==> src/rtl/scs_pkg.sv <==
package scs_pkg;

    typedef enum logic [1:0] {
        ST_IDLE,
        ST_RUN,
        ST_HOME,
        ST_DONE
    } seq_state_t;

    typedef struct packed {
        logic a_step;
        logic b_step;
        logic c_step;
        logic home_step;
    } shift_ev_t;

    function automatic int unsigned zz_pos(int unsigned idx, int unsigned n, logic flip);
        return flip ? (n - 1 - idx) : idx;
    endfunction

    function automatic int unsigned comp_total(int unsigned n);
        return 2 * n * n * n - n * n - n;
    endfunction

endpackage

==> src/rtl/scs_loop_ctr.sv <==
module scs_loop_ctr #(
    parameter int unsigned N     = 4,
    parameter int unsigned POS_W = 2
) (
    input  logic             clk,
    input  logic             rst,
    input  logic             clear,
    input  logic             advance,
    output logic [POS_W-1:0] row,
    output logic [POS_W-1:0] col,
    output logic [POS_W-1:0] step,
    output logic             last_step,
    output logic             last_all
);
    localparam int unsigned DIGITS = 3;
    localparam logic [POS_W-1:0] TOP = POS_W'(N - 1);

    logic [DIGITS:0] carry;
    logic [DIGITS-1:0] at_top;
    assign carry[0] = advance;

    for (genvar g = 0; g < DIGITS; g++) begin : g_dig
        logic [POS_W-1:0] d;
        assign at_top[g]    = (d == TOP);
        assign carry[g + 1] = carry[g] & at_top[g];
        always_ff @(posedge clk) begin
            if (rst || clear) begin
                d <= '0;
            end else if (carry[g]) begin
                d <= at_top[g] ? '0 : d + 1'b1;
            end
        end
    end

    assign step      = g_dig[0].d;
    assign col       = g_dig[1].d;
    assign row       = g_dig[2].d;
    assign last_step = at_top[0];
    assign last_all  = &at_top;

endmodule

==> src/rtl/scs_addr_gen.sv <==
module scs_addr_gen
    import scs_pkg::*;
#(
    parameter int unsigned N     = 4,
    parameter int unsigned POS_W = 2,
    parameter int unsigned CL_W  = 4
) (
    input  logic             clk,
    input  logic             rst,
    input  logic             en,
    input  logic [POS_W-1:0] row,
    input  logic [POS_W-1:0] col,
    input  logic [POS_W-1:0] step,
    output logic [CL_W-1:0]  a_cl,
    output logic [POS_W-1:0] a_pos,
    output logic [CL_W-1:0]  b_cl,
    output logic [POS_W-1:0] b_pos
);
    // A walks its row backwards on odd columns, B walks its column backwards on odd rows
    always_comb begin
        a_cl  = CL_W'(row);
        b_cl  = CL_W'(N) + CL_W'(col);
        a_pos = POS_W'(zz_pos(int'(step), N, col[0]));
        b_pos = POS_W'(zz_pos(int'(step), N, row[0]));
    end

    // element index seen through each stored layout must agree
    AST_LOGICAL_PAIR: assert property (@(posedge clk) disable iff (rst)
        en |-> (zz_pos(int'(a_pos), N, a_cl[0]) ==
                zz_pos(int'(b_pos), N, col[0]))) else $error("pair");

endmodule

==> src/rtl/scs_shift_tally.sv <==
module scs_shift_tally
    import scs_pkg::*;
#(
    parameter int unsigned CNT_W = 8
) (
    input  logic             clk,
    input  logic             rst,
    input  logic             clear,
    input  shift_ev_t        ev,
    output logic [CNT_W-1:0] cnt_comp,
    output logic [CNT_W-1:0] cnt_ovh
);
    logic [CNT_W-1:0] comp_inc;
    assign comp_inc = CNT_W'(ev.a_step) + CNT_W'(ev.b_step) + CNT_W'(ev.c_step);

    always_ff @(posedge clk) begin
        if (rst || clear) begin
            cnt_comp <= '0;
            cnt_ovh  <= '0;
        end else begin
            cnt_comp <= cnt_comp + comp_inc;
            cnt_ovh  <= cnt_ovh + CNT_W'(ev.home_step);
        end
    end

endmodule

==> src/rtl/scs_sequencer.sv <==
module scs_sequencer
    import scs_pkg::*;
#(
    parameter int unsigned N  = 4,
    parameter int unsigned DW = 8,
    localparam int unsigned POS_W = $clog2(N),
    localparam int unsigned CL_W  = $clog2(3 * N),
    localparam int unsigned ACC_W = 2 * DW + $clog2(N),
    localparam int unsigned CNT_W = $clog2(2 * N * N * N + 1)
) (
    input  logic             clk,
    input  logic             rst,
    input  logic             start,
    input  logic [DW-1:0]    a_rd_data,
    input  logic [DW-1:0]    b_rd_data,
    output logic [CL_W-1:0]  a_cl,
    output logic [POS_W-1:0] a_pos,
    output logic [CL_W-1:0]  b_cl,
    output logic [POS_W-1:0] b_pos,
    output logic             mac_en,
    output logic             mac_first,
    output logic             c_wr,
    output logic [CL_W-1:0]  c_cl,
    output logic [POS_W-1:0] c_pos,
    output logic [ACC_W-1:0] c_wdata,
    output logic             home_shift,
    output logic [CL_W-1:0]  home_cl,
    output logic [POS_W-1:0] home_pos,
    output logic             busy,
    output logic             done,
    output logic [CNT_W-1:0] cnt_comp,
    output logic [CNT_W-1:0] cnt_ovh
);
    localparam logic [POS_W-1:0] TOP      = POS_W'(N - 1);
    localparam logic [POS_W-1:0] HOME_TOP = POS_W'(N - 2);
    localparam logic [CNT_W-1:0] COMP_TOT = CNT_W'(comp_total(N));
    localparam logic [CNT_W-1:0] OVH_TOT  = CNT_W'(N * (N - 1));

    seq_state_t st;
    logic [POS_W-1:0] li, lj, lk;
    logic last_k, last_all, run, accept;
    logic [POS_W-1:0] hr, hs;
    logic [ACC_W-1:0] acc, prod;
    shift_ev_t ev;

    assign run    = (st == ST_RUN);
    assign accept = (st == ST_IDLE) && start;

    scs_loop_ctr #(.N(N), .POS_W(POS_W)) i_loop (
        .clk(clk), .rst(rst), .clear(accept), .advance(run),
        .row(li), .col(lj), .step(lk),
        .last_step(last_k), .last_all(last_all)
    );

    scs_addr_gen #(.N(N), .POS_W(POS_W), .CL_W(CL_W)) i_addr (
        .clk(clk), .rst(rst), .en(run),
        .row(li), .col(lj), .step(lk),
        .a_cl(a_cl), .a_pos(a_pos), .b_cl(b_cl), .b_pos(b_pos)
    );

    // phase control
    always_ff @(posedge clk) begin
        if (rst) begin
            st <= ST_IDLE;
        end else begin
            unique case (st)
                ST_IDLE: if (start) st <= ST_RUN;
                ST_RUN:  if (last_all) st <= ST_HOME;
                ST_HOME: if (hr == TOP && hs == '0) st <= ST_DONE;
                default: st <= ST_IDLE;
            endcase
        end
    end

    // rewind walk over the C bank, one shift per cycle
    always_ff @(posedge clk) begin
        if (rst || st != ST_HOME) begin
            hr <= '0;
            hs <= HOME_TOP;
        end else if (hs == '0) begin
            hr <= hr + 1'b1;
            hs <= HOME_TOP;
        end else begin
            hs <= hs - 1'b1;
        end
    end

    // accumulator restarts on the first product of every entry
    assign prod = ACC_W'(a_rd_data) * ACC_W'(b_rd_data);

    always_ff @(posedge clk) begin
        if (rst) begin
            acc    <= '0;
            c_wr   <= 1'b0;
            c_cl   <= '0;
            c_pos  <= '0;
        end else begin
            if (run) acc <= (lk == '0) ? prod : acc + prod;
            c_wr  <= run && last_k;
            c_cl  <= CL_W'(2 * N) + CL_W'(li);
            c_pos <= lj;
        end
    end

    assign c_wdata    = acc;
    assign mac_en     = run;
    assign mac_first  = run && (lk == '0);
    assign home_shift = (st == ST_HOME);
    assign home_cl    = CL_W'(2 * N) + CL_W'(hr);
    assign home_pos   = hs;
    assign busy       = (st != ST_IDLE);
    assign done       = (st == ST_DONE);

    always_comb begin
        ev.a_step    = mac_en && !mac_first;
        ev.b_step    = mac_en && !mac_first;
        ev.c_step    = c_wr && (c_pos != '0);
        ev.home_step = home_shift;
    end

    scs_shift_tally #(.CNT_W(CNT_W)) i_tally (
        .clk(clk), .rst(rst), .clear(accept), .ev(ev),
        .cnt_comp(cnt_comp), .cnt_ovh(cnt_ovh)
    );

    AST_POS_STEP: assert property (@(posedge clk) disable iff (rst)
        (mac_en && !mac_first) |->
            ((int'(a_pos) - int'($past(a_pos)) == 1 || int'($past(a_pos)) - int'(a_pos) == 1) &&
             (int'(b_pos) - int'($past(b_pos)) == 1 || int'($past(b_pos)) - int'(b_pos) == 1)))
        else $error("step");
    AST_NO_REWIND: assert property (@(posedge clk) disable iff (rst)
        (mac_first && $past(mac_en) && a_cl == $past(a_cl)) |-> a_pos == $past(a_pos))
        else $error("rewind");
    AST_CWR_AFTER_LAST: assert property (@(posedge clk) disable iff (rst)
        c_wr |-> $past(mac_en)) else $error("cwr");
    AST_HOME_EXCL: assert property (@(posedge clk) disable iff (rst)
        home_shift |-> !mac_en) else $error("home");
    AST_TOTALS: assert property (@(posedge clk) disable iff (rst)
        done |-> (cnt_comp == COMP_TOT && cnt_ovh == OVH_TOT)) else $error("totals");
    AST_DONE_PULSE: assert property (@(posedge clk) disable iff (rst)
        done |=> !done) else $error("done");

endmodule

==> config.mk <==
export PLATFORM = sky130hd
export DESIGN_NAME = scs_sequencer
export DESIGN_NICKNAME = d
export VERILOG_FILES = /design/src/rtl/scs_pkg.sv /design/src/rtl/scs_loop_ctr.sv /design/src/rtl/scs_addr_gen.sv /design/src/rtl/scs_shift_tally.sv /design/src/rtl/scs_sequencer.sv
export SDC_FILE = /design/constraint.sdc
export NUM_CORES = 1
export LEC_CHECK = 0
export BUFFER_PORTS_ARGS = -buffer_cell sky130_fd_sc_hd__buf_2
export CAP_MARGIN = 5
export CORE_MARGIN = 2
export CORE_UTILIZATION = 35
export CTS_CLUSTER_SIZE = 40
export DETAILED_ROUTE_END_ITERATION = 7
export GPL_ROUTABILITY_DRIVEN = 0
export REMOVE_ABC_BUFFERS = 1
export SETUP_SLACK_MARGIN = 0.1
export SYNTH_ARGS = -nofsm -noshare
export SYNTH_HDL_FRONTEND = slang
export SYNTH_SLANG_ARGS = --single-unit
==> constraint.sdc <==
create_clock -name clk -period 6.75 [get_ports clk]
set_clock_uncertainty 0.15 [all_clocks]
set_input_delay 0 -clock clk [delete_from_list [all_inputs] [get_ports clk]]
set_output_delay 0 -clock clk [all_outputs]
set_load 0.005 [all_outputs]
# Word level (Yosys, flattened, before mapping)
# Index checks and enable logic that the tools add are counted.
# totals
ff_bits,53
inputBits,19
out_inout_bits,64
# classes
addsub,14
multipliers,1
eq_ne,11
muxes,10
bitwise_logic,2
n_reduce_logical,17
# ops
operator,n
18-bit by 16-bit adder with 18-bit output,1
18-bit 2-to-1 mux,1
8-bit by 1-bit adder with 8-bit output,2
8-bit by 8-bit multiplier with 16-bit output,1
2-bit 2-to-1 mux,8
2-bit == test (second input constant),6
2-bit by 1-bit adder with 2-bit output (second input constant),4
4-bit by 2-bit adder with 4-bit output (first input constant),2
8-bit adder,1
1-bit logical AND,6
2-bit logical NOT,3
2-bit one-hot mux with 3 select lines,1
3-bit AND reduction,2
3-bit by 2-bit adder with 4-bit output (first input constant),1
2-bit by 1-bit inequality test with 1-bit output (second input constant),2
2-bit inequality test (second input constant),2
2-bit nonzero test,2
1-bit by 1-bit adder with 2-bit output,1
1-bit bitwise AND,2
2-bit by 1-bit == test with 1-bit output (second input constant),1
1-bit logical OR,2
2-bit OR reduction,1
2-bit by 1-bit subtractor with 2-bit output (second input constant),1
2-bit subtractor (first input constant),1
1-bit logical NOT,1

# Logic depth before layout (Yosys ltp)
# Gate-level depths: netlist of the first run.
# logic_depth
word_depth,7
mapped_depth,24
ltp_nobuf,24

# Hierarchy
# A second synthesis of the first run with hierarchy kept.
# unflattened
hier_cells,602
hier_area_um2,5181.2
# by_module_without_submodules
module,instances,cells_per_inst,area_each_um2
scs_sequencer,1,485,4055.1
scs_shift_tally,1,73,699.4
scs_loop_ctr,1,30,324.1
scs_addr_gen,1,14,102.6

# Worst setup path after synthesis of the first run
# OpenSTA, ideal clock, no wires.
# synth_timing
kind,input to register
start,input a_rd_data[1]
end,"register acc[13], in the netlist c_wdata[13]"
setup_time_ns,0.087
arrival_ns,5.003
setup_slack_ns,1.510
path_stages,21
cell_sequence,and2_1 -> fa_1 -> fa_1 -> fa_1 -> inv_1 -> fa_1 -> inv_1 -> ha_1 -> and3_2 -> a221oi_2 -> nor2_1 -> o21a_1 -> or3_1 -> and2_1 -> ha_1 -> o21a_1 -> o22a_1 -> o31ai_1 -> xnor2_1 -> mux2i_1 -> o31ai_1
# synth_via
elab_chain_len,3
# synth_rtl
element,line_no,rtl
from (decl),scs_sequencer.sv:14,"input logic [DW-1:0] a_rd_data,"
8-bit by 8-bit multiplier with 16-bit output (*),scs_sequencer.sv:89,assign prod = ACC_W'(a_rd_data) * ACC_W'(b_rd_data);
18-bit by 16-bit adder with 18-bit output,scs_sequencer.sv:98,if (run) acc <= (lk == '0) ? prod : acc + prod;
18-bit 2-to-1 mux (*),scs_sequencer.sv:98,
to (signal assigned),scs_sequencer.sv:98,
to (decl),scs_sequencer.sv:43,"logic [ACC_W-1:0] acc, prod;"
# Every way passes the cells marked *; elsewhere a longest branch is shown, timed or not.
# A chain may end at the register's enable or synchronous reset.

# Worst setup path after layout of the first run
# Same ends and word-level chain as after synthesis.

==> impl_metrics.yaml, run 1 <==
synth:
  synth_area_per_cell_um2: 8.67
  postSynth.asyncResetShare_pct: 0
  synth.yosys.warnings: 0
  synth_ff_type: "dfxtp_1"
  synth_area_um2: 5070
  synth.top_cells.by_area: "dfxtp_1 (21%), ha_1 (17%), fa_1 (15%)"
  yosys.area.top_type_share_pct: 20.5
  synth_cell_type_count: 49
  synth_largest_area_cell: "dfxtp_1"
  synthesis.instances: 585
  post_synth_edffs: 0
  synth.top_cells.by_count: "ha_1 (67), inv_1 (64), and2_1 (61)"
  ys_seq_elements: 52
  synthMostInstantiatedCell: "ha_1"
  ys_seq_area_share_pct: 20.5
critical_path:
  critPathMaxStageDelay_ps: 550
  critPathRequiredTime_ps: 6810
  path_common_cell: "fa_1"
  end_kind: "flip-flop"
  critical_path_start_type: "input port"
  slowest_stage: "fa_1"
  path_cells: "buf_2, and2_1, fa_1, fa_1, fa_1, inv_1, fa_1, inv_1, ha_1, and3_2, a221oi_2, nor2_1, o21a_1, or3_1, and2_1, ha_1, a21oi_1, nand2_1, o31ai_1, xnor2_1, mux2i_1, o31ai_1"
  crit_type: "input port to flip-flop"
  critical_path_peak_fanout: 8
  worst-endpoint-arrival_ps: 5460
placement:
  placement.io_buffers: 75
  placement.setup.worst_slack_ps: 1020
  detailed_place_hpwl_mm: 9.10
floorplan:
  fp.dieW_um: 124
  die_y_um: 124
  fp.dieArea_um2: 15500
  start_util_pct: 36.1
  rows: 43
  core_area_um2: 14000
  num_io_pins: 83
finish:
  layout_net_count: 782
  syn_to_final_growth_pct: 14.0
  number_of_fill_cells: 1415
  layout-drive-gt1-share_pct: 14.0
  num_antenna_cells: 0
clock_network:
  cts_tree: "yes"
  worst_setup_hold_path_clk_slew_ps: 80
  clock_latency_reported_for_the_late_side_of_the_worst_skew_pair_ps: 290
  tritoncts.num_buffers: 5
  post_cts_sizing_count: 0
  clock_tree.root_cell: "clkbuf_16"
  cts_sinks: 52
  clk_path_buf_depth: 2
  cts_max_level: 2
timing:
  holdWs_ps: 22.6
  fin_crit_ps: 5400
  rsz0062_at_grt: "no"
  maxClockFrequency_mhz: 185
  worst-slew-pin-transition_ps: 742
  finalSetupViolations: 0
  setup_tns_ps: 0
  timing.final.ws_setup_ps: 1350
  final-hold-violation-count: 0
  timing_max_transition_violations_final: 0
  timing.slew.headroom_pct: 50.5
  finalCritPeriodShare_pct: 79.9
route:
  wl_per_cell_um: 13.3
  detail_route.drc_violations: 0
  drt_first_pass_iters: 4
  postRouteAntennaNets: 0
  routed_via_density: 4.95
  detailedRoute.firstIterationViolations: 240
  postRouteWirelength_mm: 11.2
  num_vias: 4152
grt:
  grt_max_degree: 31
  globalRouteOverflowTotal: 0
  grt_antenna_before_repair: 0
  grt_util_all_layers_pct: 14.6
  grt_pass1_vias: 4047
  grt_first_pass_wirelength_mm: 19.0
power_and_ir_drop:
  post-layout-total-power_mw: 2.19
  p_leak_nw: 2.98
  ir_drop_v: 0.000190
  power.density_cell_area_nw_per_um2: 379
hold_path:
  holdCritPathClass: "input port to flip-flop"
flow_run:
  maxCapViolCount: 0
status:
  run_status: "completed"
## flip-flops by register name (all words and copies together), names as in the netlist, 3 cells and up
| register | count |
|---|---|
| c_wdata | 18 |
| i_tally.cnt_comp | 8 |
| i_tally.cnt_ovh | 8 |
| c_cl | 3 |
## kinds of logic after synthesis
logic type,Yosys count,share of synthesized area (%)
buffers and inverters,82,6.59
AO/OA/AOI/OAI,104,13.8
XOR/XNOR,40,6.91
multiplexers,8,1.58
AND/OR/NAND/NOR,192,18.9
flip-flops,52,20.5
other,2,0.148
adder cells (fa/ha/maj),105,31.5
## worst max-delay path: cells and delay by family
kind                       cells  cell delay [ps]
xor gates and xnor gates       1              170
buffers and inverters          3              230
adders and majority gates      6             2670
muxes                          1               90
and+or+nand+nor                6             1050
AOI/OAI and AO/OA              5             1250
## metal layers
| layer | vias to the layer above | wire (um) | GRT usage, % |
|---|---|---|---|
| met5 | - | 0 | 0 |
| met4 | 0 | 99 | 2.78 |
| met3 | 10 | 491 | 2.96 |
| met2 | 83 | 5500 | 25.6 |
| met1 | 1971 | 5110 | 18.6 |
| li1 | 2088 | - | - |
## final cells by class
| cell class | instances | area, um^2 | area share [%] |
|---|---|---|---|
| Clock buffer | 5 | 125 | 2.16 |
| Timing Repair Buffer | 78 | 400 | 6.93 |
| Inverter | 65 | 244 | 4.22 |
| Tap cell | 180 | 225 | 3.90 |
| Clock inverter | 3 | 28.8 | 0.498 |
| Multi-Input combinational cell | 456 | 3710 | 64.3 |
| Sequential cell | 52 | 1040 | 18.0 |
## report_power, final
part	total, mW	switching (mW)	internal (mW)
sequential	0.409	0.0484	0.361
combinational	1.51	0.868	0.642
clock	0.272	0.129	0.143
## per-stage QoR
step           instances  util (%)  instance area, um^2
5_1_grt              839      41.2                 5780
3_3_place_gp         830      40.0                 5620
2_1_floorplan        573         -                 5000
3_5_place_dp         830      40.0                 5620
6_report             839      41.2                 5780
4_1_cts              839      41.2                 5780
## layout by cell type, fill, tap and decap left out, drive strengths merged, types with 17 or more instances in the layout
master,count
o21ai,17
fa,38
nor2,51
nand2,36
ha,67
a21oi,34
inv,67
and2,61
dfxtp,52
xor2,24
buf,77
## final timing paths
| path | start | endpoint | slack, ps | cells after the start |
|---|---|---|---|---|
| max | a_rd_data[1] | c_wdata[13] | 1350 | 22 |
| min | rst | c_wdata[3] | 20 | 2 |
| max reg2reg | c_wdata[0] | c_wdata[16] | 3900 | 9 |
| min reg2reg | home_pos[0] | home_pos[0] | 310 | 1 |
## what timing repair did
item / 4_1_cts / 5_1_grt
hold buffers: 1 / 0
endpoints found under the hold margin: 3 / 0
setup buffers: 0 / 0
(Power assumes the default switching activity.)
==> run 2, diff against run 1 <==
clock period = 5.4 ns   (was 6.75 ns; I/O delays follow)
==> run 2 against run 1 <==
Flip-flop and latch count did not move; clock power increased by 25%; sequential share of layout area decreased by 1.0 points; power grew 41%; critical path depth did not move.
==> impl_metrics.yaml, run 2 (synthesized netlist as in run 1, its figures left out) <==
status:
  run_status: "completed"
timing:
  timing.slew.headroom_pct: 47.7
  final-hold-violation-count: 0
  timing.final.ws_setup_ps: 261
  timing_max_transition_violations_final: 0
  worst-slew-pin-transition_ps: 784
  finalSetupViolations: 0
  finalCritPeriodShare_pct: 95.2
  rsz0062_at_grt: "yes"
  fin_crit_ps: 5140
  maxClockFrequency_mhz: 195
clock_network:
  clock_latency_reported_for_the_late_side_of_the_worst_skew_pair_ps: 300
  tritoncts.num_buffers: 5
  clk_path_buf_depth: 2
  clock_tree.root_cell: "clkbuf_16"
  cts_sinks: 52
  cts_max_level: 2
  worst_setup_hold_path_clk_slew_ps: 80
  cts_tree: "yes"
critical_path:
  critical_path_peak_fanout: 8
  regToRegSetupSlack_ps: 2500
  critical_path_start_type: "input port"
  crit_type: "input port to flip-flop"
  critPathRequiredTime_ps: 5420
  worst-endpoint-arrival_ps: 5160
  end_kind: "flip-flop"
placement:
  detailed_place_hpwl_mm: 9.46
  placement.setup.worst_slack_ps: -167
  placed_cells_incl_taps: 859
  placement.io_buffers: 75
power_and_ir_drop:
  power.density_cell_area_nw_per_um2: 506
  p_leak_nw: 3.14
  ir_drop_v: 0.000333
  post-layout-total-power_mw: 3.10
route:
  num_vias: 4319
  detailedRoute.firstIterationViolations: 161
  postRouteAntennaNets: 0
  detail_route.drc_violations: 0
  drt_first_pass_iters: 4
  postRouteWirelength_mm: 11.8
  routed_via_density: 4.96
  wl_per_cell_um: 13.5
finish:
  syn_to_final_growth_pct: 20.7
  layout_net_count: 813
  layout-drive-gt1-share_pct: 20.3
  num_antenna_cells: 0
  most_common_cell_after_layout_fill_and_taps_aside: "buf_2"
  commonest_cells_after_routing_fill_and_taps_aside: "buf_2 (74), inv_1 (64), ha_1 (62), and2_1 (59), dfxtp_1 (52)"
  largest_register_ff_count: 18
  fin_cells: 870
floorplan:
  fp.dieArea_um2: 15500
  core_area_um2: 14000
  rows: 43
  die_y_um: 124
  start_util_pct: 36.1
  num_io_pins: 83
  fp.dieW_um: 124
grt:
  grt_pass1_vias: 4188
  grt_first_pass_wirelength_mm: 19.6
  globalRouteOverflowTotal: 0
  grt_max_degree: 31
  grt_antenna_before_repair: 0
  grt_util_all_layers_pct: 15.0
flow_run:
  maxCapViolCount: 0
hold_path:
  holdCritPathClass: "input port to flip-flop"
[run 2: cell count changes in the layout (fill, tap and decap cells not counted), sizes merged]
cell / change
clkbuf: +1
buf: +30
[run 2: area by class of cell]
| class | count | area (um^2) |
|---|---|---|
| fill | 1379 | 7920 |
| clock inverter | 3 | 28.8 |
| multi-input combinational | 456 | 3820 |
| clock buffer | 5 | 125 |
| inverter | 65 | 244 |
| timing repair buffer | 109 | 636 |
| sequential | 52 | 1040 |
| tap | 180 | 225 |
[run 2: metrics by stage]
step	area, um^2	setup TNS (ps)	hold WS (ps)	utilization, %
global route	6120	0	54.6	43.6
CTS	6000	0	24.1	42.7
detailed placement	5830	-402	234	41.5
finish	6120	0	27.1	43.6
global placement	5830	-101	232	41.5
floorplan	5000	0	-80.9	-
[run 2: layer usage]
| layer | wire [um] | GRT usage, % | vias up |
|---|---|---|---|
| met2 | 5790 | 25.2 | 94 |
| li1 | - | - | 2148 |
| met1 | 5270 | 20.2 | 2068 |
| met3 | 591 | 2.79 | 9 |
| met5 | 0 | 0 | - |
| met4 | 127 | 3.17 | 0 |
[run 2: worst max-delay path: stages]
cell and delay [ps]:
buf_2 150, and2_4 170, fa_1 500, fa_1 510, fa_1 550, inv_1 60
fa_1 520, inv_1 60, ha_4 230, and3_2 180, a221oi_2 250, nor2_1 60
o21a_1 180, or3_4 330, and2_4 170, ha_4 280, o21a_1 120, o22a_1 180
o31ai_4 100, o31ai_1 320, xnor2_1 160, nor3_1 60
[run 2: timing repair]
action | 4_1_cts | 5_1_grt
resized for setup | 0 | 21
setup endpoints to repair | 0 | 6
buffers inserted | 0 | 2
hold buffers | 1 | 0
endpoints found under the hold margin | 3 | 0
[run 2: power breakdown]
part           total [mW]  switching [mW]  internal, mW
clock network       0.341           0.162         0.179
registers           0.515          0.0637         0.451
logic                2.24            1.21          1.03
[run 2: path summary, 6_finish.rpt]
path,startpoint,to,cells past startpoint
worst max register to register,c_wdata[0],c_wdata[16],10
worst min-delay path,rst,c_wdata[4],2
worst min register to register,home_pos[0],home_pos[0],1
worst max-delay path,b_rd_data[2],c_wdata[17],22
